==> src/rtl/wdt_pkg.sv <==
package wdt_pkg;
  typedef enum logic [1:0] {
    ST_PWRUP = 2'd0,
    ST_RUN   = 2'd1,
    ST_PULSE = 2'd2
  } wdt_state_e;

  localparam logic [1:0] CODE_LONG  = 2'b00;
  localparam logic [1:0] CODE_MID   = 2'b01;
  localparam logic [1:0] CODE_SHORT = 2'b10;
  localparam logic [1:0] CODE_OFF   = 2'b11;
endpackage

==> src/rtl/wdt_rst_sync.sv <==
module wdt_rst_sync (
  input  logic clk,
  input  logic arst_n,
  output logic srst_n
);
  logic meta_q;
  logic sync_q;

  always_ff @(posedge clk or negedge arst_n) begin
    if (!arst_n) begin
      meta_q <= 1'b0;
      sync_q <= 1'b0;
    end else begin
      meta_q <= 1'b1;
      sync_q <= meta_q;
    end
  end

  assign srst_n = sync_q;
endmodule

==> src/rtl/wdt_period_decode.sv <==
module wdt_period_decode
  import wdt_pkg::*;
#(
  parameter int CNT_W        = 8,
  parameter int TO_LONG_CYC  = 140,
  parameter int TO_MID_CYC   = 60,
  parameter int TO_SHORT_CYC = 20
) (
  input  logic [1:0]       code,
  output logic [CNT_W-1:0] limit,
  output logic             off
);
  always_comb begin
    off   = 1'b0;
    limit = CNT_W'(TO_LONG_CYC);
    case (code)
      CODE_LONG:  limit = CNT_W'(TO_LONG_CYC);
      CODE_MID:   limit = CNT_W'(TO_MID_CYC);
      CODE_SHORT: limit = CNT_W'(TO_SHORT_CYC);
      default:    off   = 1'b1;
    endcase
  end
endmodule

==> src/rtl/wdt_cycle_counter.sv <==
module wdt_cycle_counter #(
  parameter int W = 8
) (
  input  logic         clk,
  input  logic         rst_n,
  input  logic         clr,
  input  logic         en,
  input  logic         wrap,
  output logic [W-1:0] cnt
);
  logic [W-1:0] cnt_d;

  always_comb begin
    cnt_d = cnt;
    if (clr)       cnt_d = '0;
    else if (en)   cnt_d = wrap ? '0 : cnt + W'(1);
  end

  always_ff @(posedge clk or negedge rst_n) begin
    if (!rst_n) cnt <= '0;
    else        cnt <= cnt_d;
  end
endmodule

==> src/rtl/wdt_reset_gen.sv <==
module wdt_reset_gen
  import wdt_pkg::*;
#(
  parameter int TO_LONG_CYC  = 1400,
  parameter int TO_MID_CYC   = 600,
  parameter int TO_SHORT_CYC = 200,
  parameter int PWRUP_CYC    = 100,
  parameter int PULSE_CYC    = 16
) (
  input  logic       clk,
  input  logic       rst_n,
  input  logic       supply_low,
  input  logic       kick,
  input  logic [1:0] period_sel,
  output logic       reset_n_out
);
  localparam int MAX_TO = (TO_LONG_CYC > TO_MID_CYC)
                        ? ((TO_LONG_CYC > TO_SHORT_CYC) ? TO_LONG_CYC : TO_SHORT_CYC)
                        : ((TO_MID_CYC > TO_SHORT_CYC) ? TO_MID_CYC : TO_SHORT_CYC);
  localparam int MAX_HOLD = (PWRUP_CYC > PULSE_CYC) ? PWRUP_CYC : PULSE_CYC;
  localparam int CNT_W    = $clog2(MAX_TO + 1);
  localparam int HOLD_W   = $clog2(MAX_HOLD + 1);

  logic              rst_sync_n;
  wdt_state_e        state_q, state_d;
  logic [1:0]        period_q;
  logic [CNT_W-1:0]  wd_limit, wd_cnt;
  logic              wd_off, wd_en, wd_clr, wd_hit, timeout;
  logic [HOLD_W-1:0] hold_limit, hold_cnt;
  logic              hold_en, hold_clr, hold_hit;

  wdt_rst_sync u_sync (
    .clk    (clk),
    .arst_n (rst_n),
    .srst_n (rst_sync_n)
  );

  wdt_period_decode #(
    .CNT_W        (CNT_W),
    .TO_LONG_CYC  (TO_LONG_CYC),
    .TO_MID_CYC   (TO_MID_CYC),
    .TO_SHORT_CYC (TO_SHORT_CYC)
  ) u_dec (
    .code  (period_sel),
    .limit (wd_limit),
    .off   (wd_off)
  );

  // Timeout counter: only advances in the counting state
  assign wd_en   = (state_q == ST_RUN);
  assign wd_clr  = !wd_en || supply_low || kick || (period_sel != period_q) || wd_off;
  assign wd_hit  = (wd_cnt == wd_limit - CNT_W'(1));
  assign timeout = wd_en && !wd_clr && wd_hit;

  wdt_cycle_counter #(.W(CNT_W)) u_wd_cnt (
    .clk   (clk),
    .rst_n (rst_sync_n),
    .clr   (wd_clr),
    .en    (wd_en),
    .wrap  (wd_hit),
    .cnt   (wd_cnt)
  );

  // Hold counter: shared by the power-up interval and the timeout pulse
  assign hold_en    = (state_q != ST_RUN);
  assign hold_clr   = (state_q == ST_RUN);
  assign hold_limit = (state_q == ST_PWRUP) ? HOLD_W'(PWRUP_CYC) : HOLD_W'(PULSE_CYC);
  assign hold_hit   = (hold_cnt == hold_limit - HOLD_W'(1));

  wdt_cycle_counter #(.W(HOLD_W)) u_hold_cnt (
    .clk   (clk),
    .rst_n (rst_sync_n),
    .clr   (hold_clr),
    .en    (hold_en),
    .wrap  (hold_hit),
    .cnt   (hold_cnt)
  );

  always_comb begin
    state_d = state_q;
    case (state_q)
      ST_PWRUP: if (hold_hit) state_d = ST_RUN;
      ST_RUN:   if (timeout)  state_d = ST_PULSE;
      ST_PULSE: if (hold_hit) state_d = ST_RUN;
      default:  state_d = ST_PWRUP;
    endcase
  end

  always_ff @(posedge clk or negedge rst_sync_n) begin
    if (!rst_sync_n) begin
      state_q  <= ST_PWRUP;
      period_q <= CODE_LONG;
    end else begin
      state_q  <= state_d;
      period_q <= period_sel;
    end
  end

  assign reset_n_out = (state_q == ST_RUN) && !supply_low;
endmodule

==> config.mk <==
export PLATFORM = sky130hd
export DESIGN_NAME = wdt_reset_gen
export DESIGN_NICKNAME = d
export VERILOG_FILES = /design/src/rtl/wdt_pkg.sv /design/src/rtl/wdt_rst_sync.sv /design/src/rtl/wdt_period_decode.sv /design/src/rtl/wdt_cycle_counter.sv /design/src/rtl/wdt_reset_gen.sv
export SDC_FILE = /design/constraint.sdc
export NUM_CORES = 1
export LEC_CHECK = 0
export ABC_CLOCK_PERIOD_IN_PS = 800
export CAP_MARGIN = 20
export CORE_AREA = 10 10 58 60
export CTS_CLUSTER_DIAMETER = 40
export CTS_CLUSTER_SIZE = 20
export DETAILED_ROUTE_END_ITERATION = 8
export DIE_AREA = 0 0 68 70
export DONT_BUFFER_PORTS = 1
export PLACE_DENSITY = 0.81
export SLEW_MARGIN = 20
export SYNTH_ARGS = -nofsm -noshare
export SYNTH_HDL_FRONTEND = slang
export SYNTH_SLANG_ARGS = --single-unit
==> constraint.sdc <==
create_clock -name clk -period 0.8 [get_ports clk]
set_input_delay 0.12 -clock clk [delete_from_list [all_inputs] [get_ports clk]]
set_output_delay 0.12 -clock clk [all_outputs]
set_load 0.02 [all_outputs]
# Word level (Yosys, flattened, before mapping)
# Cells that the tools add are included.
[op_classes] n_reduce_logical=17 mul=0 n_bitwise=0 n_shift=0 n_lt_le_gt_ge=0 n_div=0 n_mux=12 n_eq_ne=10 addsub=4
[ops] op="$mux W11" count=3
[ops] op="$mux W7" count=4
[ops] op="$pmux W11 S2" count=1
[ops] op="$add A11 B1 Y11 const B" count=1
[ops] op="$eq A11 B11 Y1" count=1
[ops] op="$sub A11 B1 Y11 const B" count=1
[ops] op="$add A7 B1 Y7 const B" count=1
[ops] op="$eq A7 B7 Y1" count=1
[ops] op="$sub A7 B1 Y7 const B" count=1
[ops] op="$ne A2 B1 Y1 const B" count=3
[ops] op="$eq A2 B1 Y1 const B" count=2
[ops] op="$eq A2 B2 Y1 const B" count=2
[ops] op="$logic_not A2 Y1" count=2
[ops] op="$logic_or A1 B1 Y1" count=4
[ops] op="$mux W2" count=2
[ops] op="$pmux W2 S2" count=1
[ops] op="$reduce_bool A2 Y1" count=2
[ops] op="$logic_and A1 B1 Y1" count=3
[ops] op="$logic_not A1 Y1" count=3
[ops] op="$reduce_or A3 Y1" count=1
[ops] op="$ne A2 B2 Y1" count=1
[ops] op="$reduce_and A2 Y1" count=1
[ops] op="$reduce_or A2 Y1" count=1
[ops] op="$mux W1" count=1
[totals] output_inout_bits=1 wordCells=49 romBits=0 memories=0 ram_bits=0 latch_bits=0 inputBits=6 reg_bits=24

# Depth between registers and ports, before layout
# Gate-level depths: netlist of run 1.
[depth] word_depth=11 mapped_depth=7 mapped_depth_nobuf=6

# Cells and area by module
# Synthesis of run 1 repeated with hierarchy kept, for this count alone.
[unflattened] hier_cells=216 hier_area_um2=1889.3
[modules_own_cells] module="wdt_cycle_counter at u_wd_cnt" instances=1 seq_area_each_um2=275.3 area_per_inst_um2=660.6 cells_per_inst=71
[modules_own_cells] module="wdt_reset_gen" instances=1 seq_area_each_um2=100.1 area_per_inst_um2=635.6 cells_per_inst=82
[modules_own_cells] module="wdt_cycle_counter at u_hold_cnt" instances=1 seq_area_each_um2=175.2 area_per_inst_um2=417.9 cells_per_inst=44
[modules_own_cells] module="wdt_period_decode" instances=1 seq_area_each_um2=0.0 area_per_inst_um2=121.4 cells_per_inst=16
[modules_own_cells] module="wdt_rst_sync" instances=1 seq_area_each_um2=50.0 area_per_inst_um2=53.8 cells_per_inst=3

# Worst setup path after synthesis of run 1
# OpenSTA, ideal clock, no wires.
[synth_path] kind="register to register" startpoint="register state_q[1]" endpoint="register state_q[0]" setup_time_ns=0.119 arrival_ns=1.612 path_slack_ns=-0.931 path_stages_with_launch=5 synth_period_minus_slack_ns=1.731 required_time_ns=0.681 path_buffers=0 path_cell_list="dfrtp_1 nor3b_1 and4_1 nand4bb_1 and2_1"
[synth_via] elab_chain_cells=11 elab_cells_between_ends=19 cone_classes="1 x add/sub; 5 x eq/ne; 2 x mux; 11 x reduce/logical"
[synth_rtl] item="start: declaration" line_no="wdt_reset_gen.sv:25" text="wdt_state_e state_q, state_d;"
[synth_rtl] item="start signal: assignment" line_no="wdt_reset_gen.sv:94" text="state_q <= state_d;"
[synth_rtl] item="parallel branches: the longest is 11 deep, another holds $sub A7 B1 Y7"
# Several ways; the timed one is not identified.
# A chain may end at the register's enable or synchronous reset.

# Worst setup path after layout of run 1
[layout_path] startpoint="register u_hold_cnt.cnt[1]" endpoint="register u_hold_cnt.cnt[5]"
[layout_via] elab_chain_cells=4 elab_cells_between_ends=5 cone_classes="1 x add/sub; 1 x eq/ne; 3 x mux"
[layout_rtl] item="start: declaration" line_no="wdt_cycle_counter.sv:9" text="output logic [W-1:0] cnt"
[layout_rtl] item="start signal: assignment" line_no="wdt_cycle_counter.sv:21" text="else cnt <= cnt_d;"
[layout_rtl] item="$add A7 B1 Y7 or $eq A7 B7 Y1 (tied branches)" line_no="wdt_cycle_counter.sv:16, wdt_reset_gen.sv:68"
[layout_rtl] item="$mux W7 * (2 in series)" line_no="wdt_cycle_counter.sv:16" text="else if (en) cnt_d = wrap ? '0 : cnt + W'(1);"
[layout_rtl] item="$mux W7 *" line_no="wdt_cycle_counter.sv:15" text="if (clr) cnt_d = '0;"
[layout_rtl] item="via u_hold_cnt.cnt_d[5]" line_no="wdt_cycle_counter.sv:11" text="logic [W-1:0] cnt_d;"
# Mark *: on every way through the listed nets, which the timed path passes. The rest lies on a longest branch. The select of a mux whose other input is x is not followed.

==> metrics.yaml, run 1 <==
post_dp_cell_area_mm2: 0.001445
drc: 0
end_kind: "register"
drv_slew: 0
finalInstanceArea_mm2: 0.001664
grt_util_all_layers_pct: 12.01
synthTopCellsByArea: "dfrtp_1, xnor2_1, nor2_1"
max_freq_mhz: 629.2
setup_slack_ns: -0.7892
ir_drop_uv: 1061
wire_per_inst_um: 15.31
drt-total-wl_um: 2817
clock_sinks: 24
grt_overflow: 0
fin_crit_ns: 1.589
worst-path-max-fanout: 7
hold_path.class: "register to asynchronous set/reset pin"
worstSkewPairLatency_ns: 0.32
path_clk_slew_ns: 0.14
synth.largest_area_cell: "dfrtp_1"
final_common_cell: "buf_4"
worstSetupPathType: "register to register"
grt_max_degree: 15
outcome: "finished, violations left"
grt_pass1_wl_um: 4367
ys_seq_elements: 24
cts-buffers-inserted: 3
post-dp-hpwl_um: 1962
final_hold_viol_count: 0
reg2reg_slack_ns: -0.79
finalClockSkew_ns: 0.005734
core_area_mm2: 0.002342
synth_top_area_share_pct: 50.96
area_growth_pct: 41.19
reg2reg_depth: 5
cts_buffer_depth: 2
dr_total_vias: 975
nFillCells: 173
drv_cap: 0
synth_nets: 125
violations: "setup timing"
avgSynthCellArea_um2: 10.34
postSynthCellCount: 114
synthDistinctLibCells: 28
yosysSeqAreaShare_pct: 50.96
cts_root_buf: "clkbuf_4"
dieWidth_um: 68
insertedDiodeCount: 0
io_buffer_count: 0
die_h_um: 70
initial_core_util_pct: 50.32
cellLeakagePower_nw: 0.7232
nNetsFinal: 166
ys_warn_count: 0
rows: 18
reg2reg_from: "u_hold_cnt.cnt[1]"
dr.first_iter.drc_count: 35
cts_tree: "yes"
p_per_area_mw_per_mm2: 1347
worstReg2RegEnd: "u_hold_cnt.cnt[5]"
dr.pass1.iters: 4
ant_nets: 0
grt_pass1_vias: 1016
crit_required_ns: 1.01
startpoint_type: "register"
cp_data_arrival_time_ns: 1.80
h-tree-depth: 1
setup_violations: 21
routed_via_density: 5.299
dieArea_mm2: 0.004760
drive_gt1_share_pct: 37.66
final_cell_mix: "buf_4, dfrtp_1, nor2_1"
netlist_area_mm2: 0.001179
io_pins: 7
rsz0062_at_grt: "yes"
antenna_found_initial: 0
min_period_over_period_pct: 198.6
power_mw: 2.241
gp_congestion: 0.7812
## cells in the mapped netlist
cell type	count
inv_1	3
o31ai_2	1
mux2i_4	1
and4b_1	1
nor2_1	25
xor2_1	5
conb_1	1
clkbuf_1	1
nor2b_1	2
buf_6	1
ha_1	5
or4_1	1
nor4_1	1
nand2b_1	2
or3_1	1
and4_1	2
nor3b_1	2
nand2_1	6
o22ai_1	1
xnor2_1	12
nand4_1	2
a21oi_1	2
nand4bb_1	1
nand3_1	6
and3_1	1
nor3_1	3
dfrtp_1	24
and2_1	1
## registers in the layout, indices dropped and copies added, names as in the netlist
signal          cells
u_sync.meta_q       1
period_q            2
u_hold_cnt.cnt      7
u_sync.srst_n       1
state_q             2
u_wd_cnt.cnt       11
## how the worst max path moves through the flow
stage | depth (start not counted) | start | slack, ns | to
CTS | 6 | u_wd_cnt.cnt[1] | -0.76 | u_wd_cnt.cnt[7]
finish | 5 | u_hold_cnt.cnt[1] | -0.79 | u_hold_cnt.cnt[5]
floorplan | 5 | u_hold_cnt.cnt[0] | -0.68 | u_hold_cnt.cnt[2]
detailed placement | 5 | u_hold_cnt.cnt[0] | -0.77 | u_hold_cnt.cnt[3]
global placement | 5 | u_hold_cnt.cnt[0] | -0.70 | u_hold_cnt.cnt[4]
global route | 5 | u_hold_cnt.cnt[1] | -0.84 | u_hold_cnt.cnt[1]
## worst max-delay path, cell delays in order (launching register included)
cell	delay, ns
dfrtp_1	0.42
ha_4	0.16
nand3_2	0.08
or4_4	0.45
mux2i_4	0.26
nor2_1	0.10
## cell families (layout without fill, tap and decap cells)
| kind of cell | Yosys count | after routing | share of synthesized area (%) |
|---|---|---|---|
| other | 1 | 1 | 0.3182 |
| flip-flops | 24 | 24 | 50.96 |
| AND/OR/NAND/NOR | 57 | 57 | 24.20 |
| XOR/XNOR | 17 | 17 | 12.63 |
| multiplexers | 1 | 1 | 1.911 |
| buffers and inverters | 5 | 45 | 2.229 |
| AO/OA/AOI/OAI | 4 | 4 | 2.442 |
| adder cells (fa/ha/maj) | 5 | 5 | 5.308 |
## layout make-up
cell class	count	area [µm²]	area share, %
Clock buffer	3	22.52	1.353
Multi-Input combinational cell	85	650.6	39.10
Timing Repair Buffer	38	310.3	18.65
Inverter	3	11.26	0.6767
Sequential cell	24	601.8	36.17
Tap cell	30	37.54	2.256
Clock inverter	1	30.03	1.805
## what timing repair did
action	CTS	global route
endpoints found under the hold margin	4	2
hold buffers	3	1
pin swaps	8	3
buffers inserted	3	3
endpoints found under the setup margin	21	21
cloned	0	1
resized for setup	3	16
## power by group
group | leakage [nW] | total [mW] | internal [mW] | switching (mW)
logic | 0.376 | 0.124 | 0.0604 | 0.0631
clock network | 0.0279 | 0.883 | 0.507 | 0.376
registers | 0.319 | 1.23 | 1.22 | 0.0101
## through the flow
| step | TNS [ns] | hold slack (ns) | setup WS, ns | cells | util, % |
|---|---|---|---|---|---|
| final | -15.69 | 0.09466 | -0.7892 | 184 | 71.05 |
| after global routing | -16.82 | 0.1127 | -0.8362 | 184 | 71.05 |
| after CTS | -15.03 | 0.004535 | -0.7569 | 179 | 66.93 |
| after detailed placement | -14.55 | -0.1755 | -0.7734 | 169 | 61.70 |
| after global placement | -13.49 | -0.1755 | -0.7008 | 169 | 61.70 |
| after floorplan | -13.20 | -0.1756 | -0.6841 | 114 | - |
## routing by layer
layer / global-route usage [%] / part of all wire (%) / wire length, µm / vias up
li1: - / - / - / 460
met1: 11.97 / 37 / 1036 / 477
met2: 20.91 / 55 / 1554 / 28
met3: 3.349 / 4.3 / 122 / 10
met4: 7.159 / 3.7 / 103 / 0
met5: 0 / 0 / 0 / -
Note: power is estimated with default switching activity, not from simulation.
==> run 2, diff against run 1 <==
- ABC_AREA: unset -> 1
- CORE_AREA: 10 10 58 60 -> 10 10 60 62
- DIE_AREA: 0 0 68 70 -> 0 0 70 72
==> metrics.yaml, run 2 <==
synth_nets: 172  # +38%
ir_drop_uv: 1848  # +74%
crit_required_ns: 1.01  # about the same
area_growth_pct: 53.20
drc: 0  # unchanged
dp_cells: 221  # +31%
grt_util_all_layers_pct: 14.44  # +2.4 points
ys_warn_count: 0  # unchanged
dr_total_vias: 1364  # +40%
worstSetupPathType: "register to register"
end_kind: "register"
grt_overflow: 0  # unchanged
cellLeakagePower_nw: 0.9187  # +27%
io_buffer_count: 0  # unchanged
cp_data_arrival_time_ns: 1.70  # -0.10 ns
cts_buffer_depth: 2  # unchanged
ys_async_sr_fraction_pct: 100.0  # unchanged
yosysSeqAreaShare_pct: 47.29  # -3.7 points
ant_nets: 0  # unchanged
dr.pass1.iters: 4  # unchanged
fin_tns_setup_ns: -11.98  # +3.709 ns
nNetsFinal: 220  # +33%
max_freq_mhz: 668.4  # +6.2%
grt_pass1_wl_um: 6072  # +39%
largest_reg_flops: 11  # unchanged
post-dp-hpwl_um: 2118  # +8.0%
routed_via_density: 5.731  # +8.2%
largestRegisters: "u_wd_cnt.cnt: 11 flops, u_hold_cnt.cnt: 7 flops"
yosysMostFrequentCell: "nand2_1"
synth_commonest_cells: "nand2_1, nor2_1, dfrtp_1"
ys_seq_elements: 24  # unchanged
min_period_over_period_pct: 187.0  # -12 points
wire_per_inst_um: 19.03  # +24%
drv_cap: 0  # unchanged
dr.first_iter.drc_count: 117  # +230%
antenna_found_initial: 0  # unchanged
synth_enable_flop_cells: 0  # unchanged
worstSkewPairLatency_ns: 0.33  # about the same
rsz0062_at_grt: "yes"
dieWidth_um: 70  # +2.9%
final_hold_viol_count: 0  # unchanged
regMostFlops: "u_wd_cnt.cnt"
drive_gt1_share_pct: 38.94  # +1.3 points
core_area_mm2: 0.002432  # +3.8%
final_cell_mix: "nand2_1, buf_4, nor2_1, dfrtp_1, inv_1"
initial_core_util_pct: 52.21  # +1.9 points
postSynthCellCount: 161  # +41%
final_common_cell: "nand2_1"
grt_pass1_vias: 1303  # +28%
setup_violations: 21  # unchanged
netlist_area_mm2: 0.001270  # +7.7%
grt_max_degree: 23  # +8
cts-buffers-inserted: 3  # unchanged
nFillCells: 109  # -37%
hold_path.class: "primary input to register"
cts_tree: "yes"
setup_slack_ns: -0.6961  # +0.09306 ns
p_per_area_mw_per_mm2: 1149  # -15%
fin_crit_ns: 1.496  # -0.09306 ns
startpoint_type: "register"
synthTopCellsByArea: "dfrtp_1, nand2_1, nor2_1"
outcome: "finished, violations left"
drt-total-wl_um: 4529  # +61%
synth.largest_area_cell: "dfrtp_1"
cts_root_buf: "clkbuf_4"
violations: "setup timing"
drv_slew: 0  # unchanged
path_clk_slew_ns: 0.15  # about the same
gp_congestion: 0.8293  # +6.2%
place_worst_setup_slack_ns: -0.5089  # +0.2645 ns
synth_top_flop_cell: "dfrtp_1"
avgSynthCellArea_um2: 7.888  # -24%
h-tree-depth: 1  # unchanged
dieArea_mm2: 0.005040  # +5.9%
synth_top_area_share_pct: 47.29  # -3.7 points
fin_cells: 238  # +29%
finalClockSkew_ns: 0.01884  # +0.01310 ns
io_pins: 7  # unchanged
synthDistinctLibCells: 17  # -39%
insertedDiodeCount: 0  # unchanged
worst-path-max-fanout: 8  # +1
rows: 18  # unchanged
clock_sinks: 24  # unchanged
die_h_um: 72  # +2.9%
==> run 2: area by class of cell <==
class                      instances  area (µm²)  share of cell area (%)
clock buffer                       3       22.52                   1.158
clock inverter                     1       30.03                   1.543
inverter                          20       77.57                   3.987
multi-input combinational        117       802.0                   41.22
sequential                        24       603.1                   31.00
tap                               30       37.54                   1.929
timing repair buffer              43       372.9                   19.16
==> run 2: where the power goes <==
group | leakage, nW | total [mW] | switching, mW | internal (mW)
Combinational | 0.590 | 0.109 | 0.0684 | 0.0401
Sequential | 0.301 | 1.23 | 0.00715 | 1.22
Clock | 0.0279 | 0.896 | 0.389 | 0.507
==> run 2: what timing repair did <==
action,4_1_cts,5_1_grt
gates cloned,0,0
hold buffers,4,0
setup buffers,4,6
resized for setup,13,26
pin swaps,7,13
setup endpoints to repair,21,21
endpoints found under the hold margin,4,0
==> run 2: logic make-up (layout without fill, tap and decap cells) <==
family                   count (synthesis)  after routing  share of synthesized area, %
adder cells (fa/ha/maj)                  5              5                         4.926
flip-flops                              24             24                         47.29
AO/OA/AOI/OAI                            3              3                         1.182
buffers and inverters                   20             67                         5.911
AND/OR/NAND/NOR                         98             98                         33.50
other                                    1              1                        0.2953
XOR/XNOR                                10             10                         6.896
==> run 2: worst paths after layout <==
path	start	endpoint	slack [ns]	depth (start not counted)
max	u_wd_cnt.cnt[5]	u_wd_cnt.cnt[4]	-0.70	8
min	supply_low	state_q[1]	0.1	5
max reg2reg	u_wd_cnt.cnt[5]	u_wd_cnt.cnt[4]	-0.70	8
min reg2reg	u_sync.srst_n	u_hold_cnt.cnt[3]	0.21	1
max in group asynchronous	rst_n	u_sync.srst_n	0.15	2
min in group asynchronous	u_sync.srst_n	u_hold_cnt.cnt[3]	0.21	1
==> run 2: per-layer routing <==
layer  routed length [µm]  share of wire [%]  track usage [%]  vias up
li1                     -                  -                -      588
met1                 1714                 38            16.41      654
met2                 2234                 49            25.48       90
met3                  322                7.1            2.585       32
met4                  257                5.7            7.237        0
met5                    0                  0                0        -
==> run 2: worst max-delay path, cell delays in order, from the launching register on <==
cell	delay, ns
dfrtp_1	0.45
nor2_1	0.22
nand2_1	0.11
nand2_1	0.08
nand2_1	0.07
inv_1	0.12
nand2_2	0.13
nand2_4	0.15
nor2_2	0.06
==> run 2: per-stage QoR <==
stage	instance area, µm²	hold slack, ns	utilization, %	power, mW
finish	1946	0.09559	79.99	2.235
floorplan	1313	-0.1756	-	1.301
detailed placement	1600	-0.1755	65.79	1.328
global route	1946	0.1128	79.99	2.323
CTS	1782	0.1120	73.25	2.224
global placement	1600	-0.1755	65.79	1.325
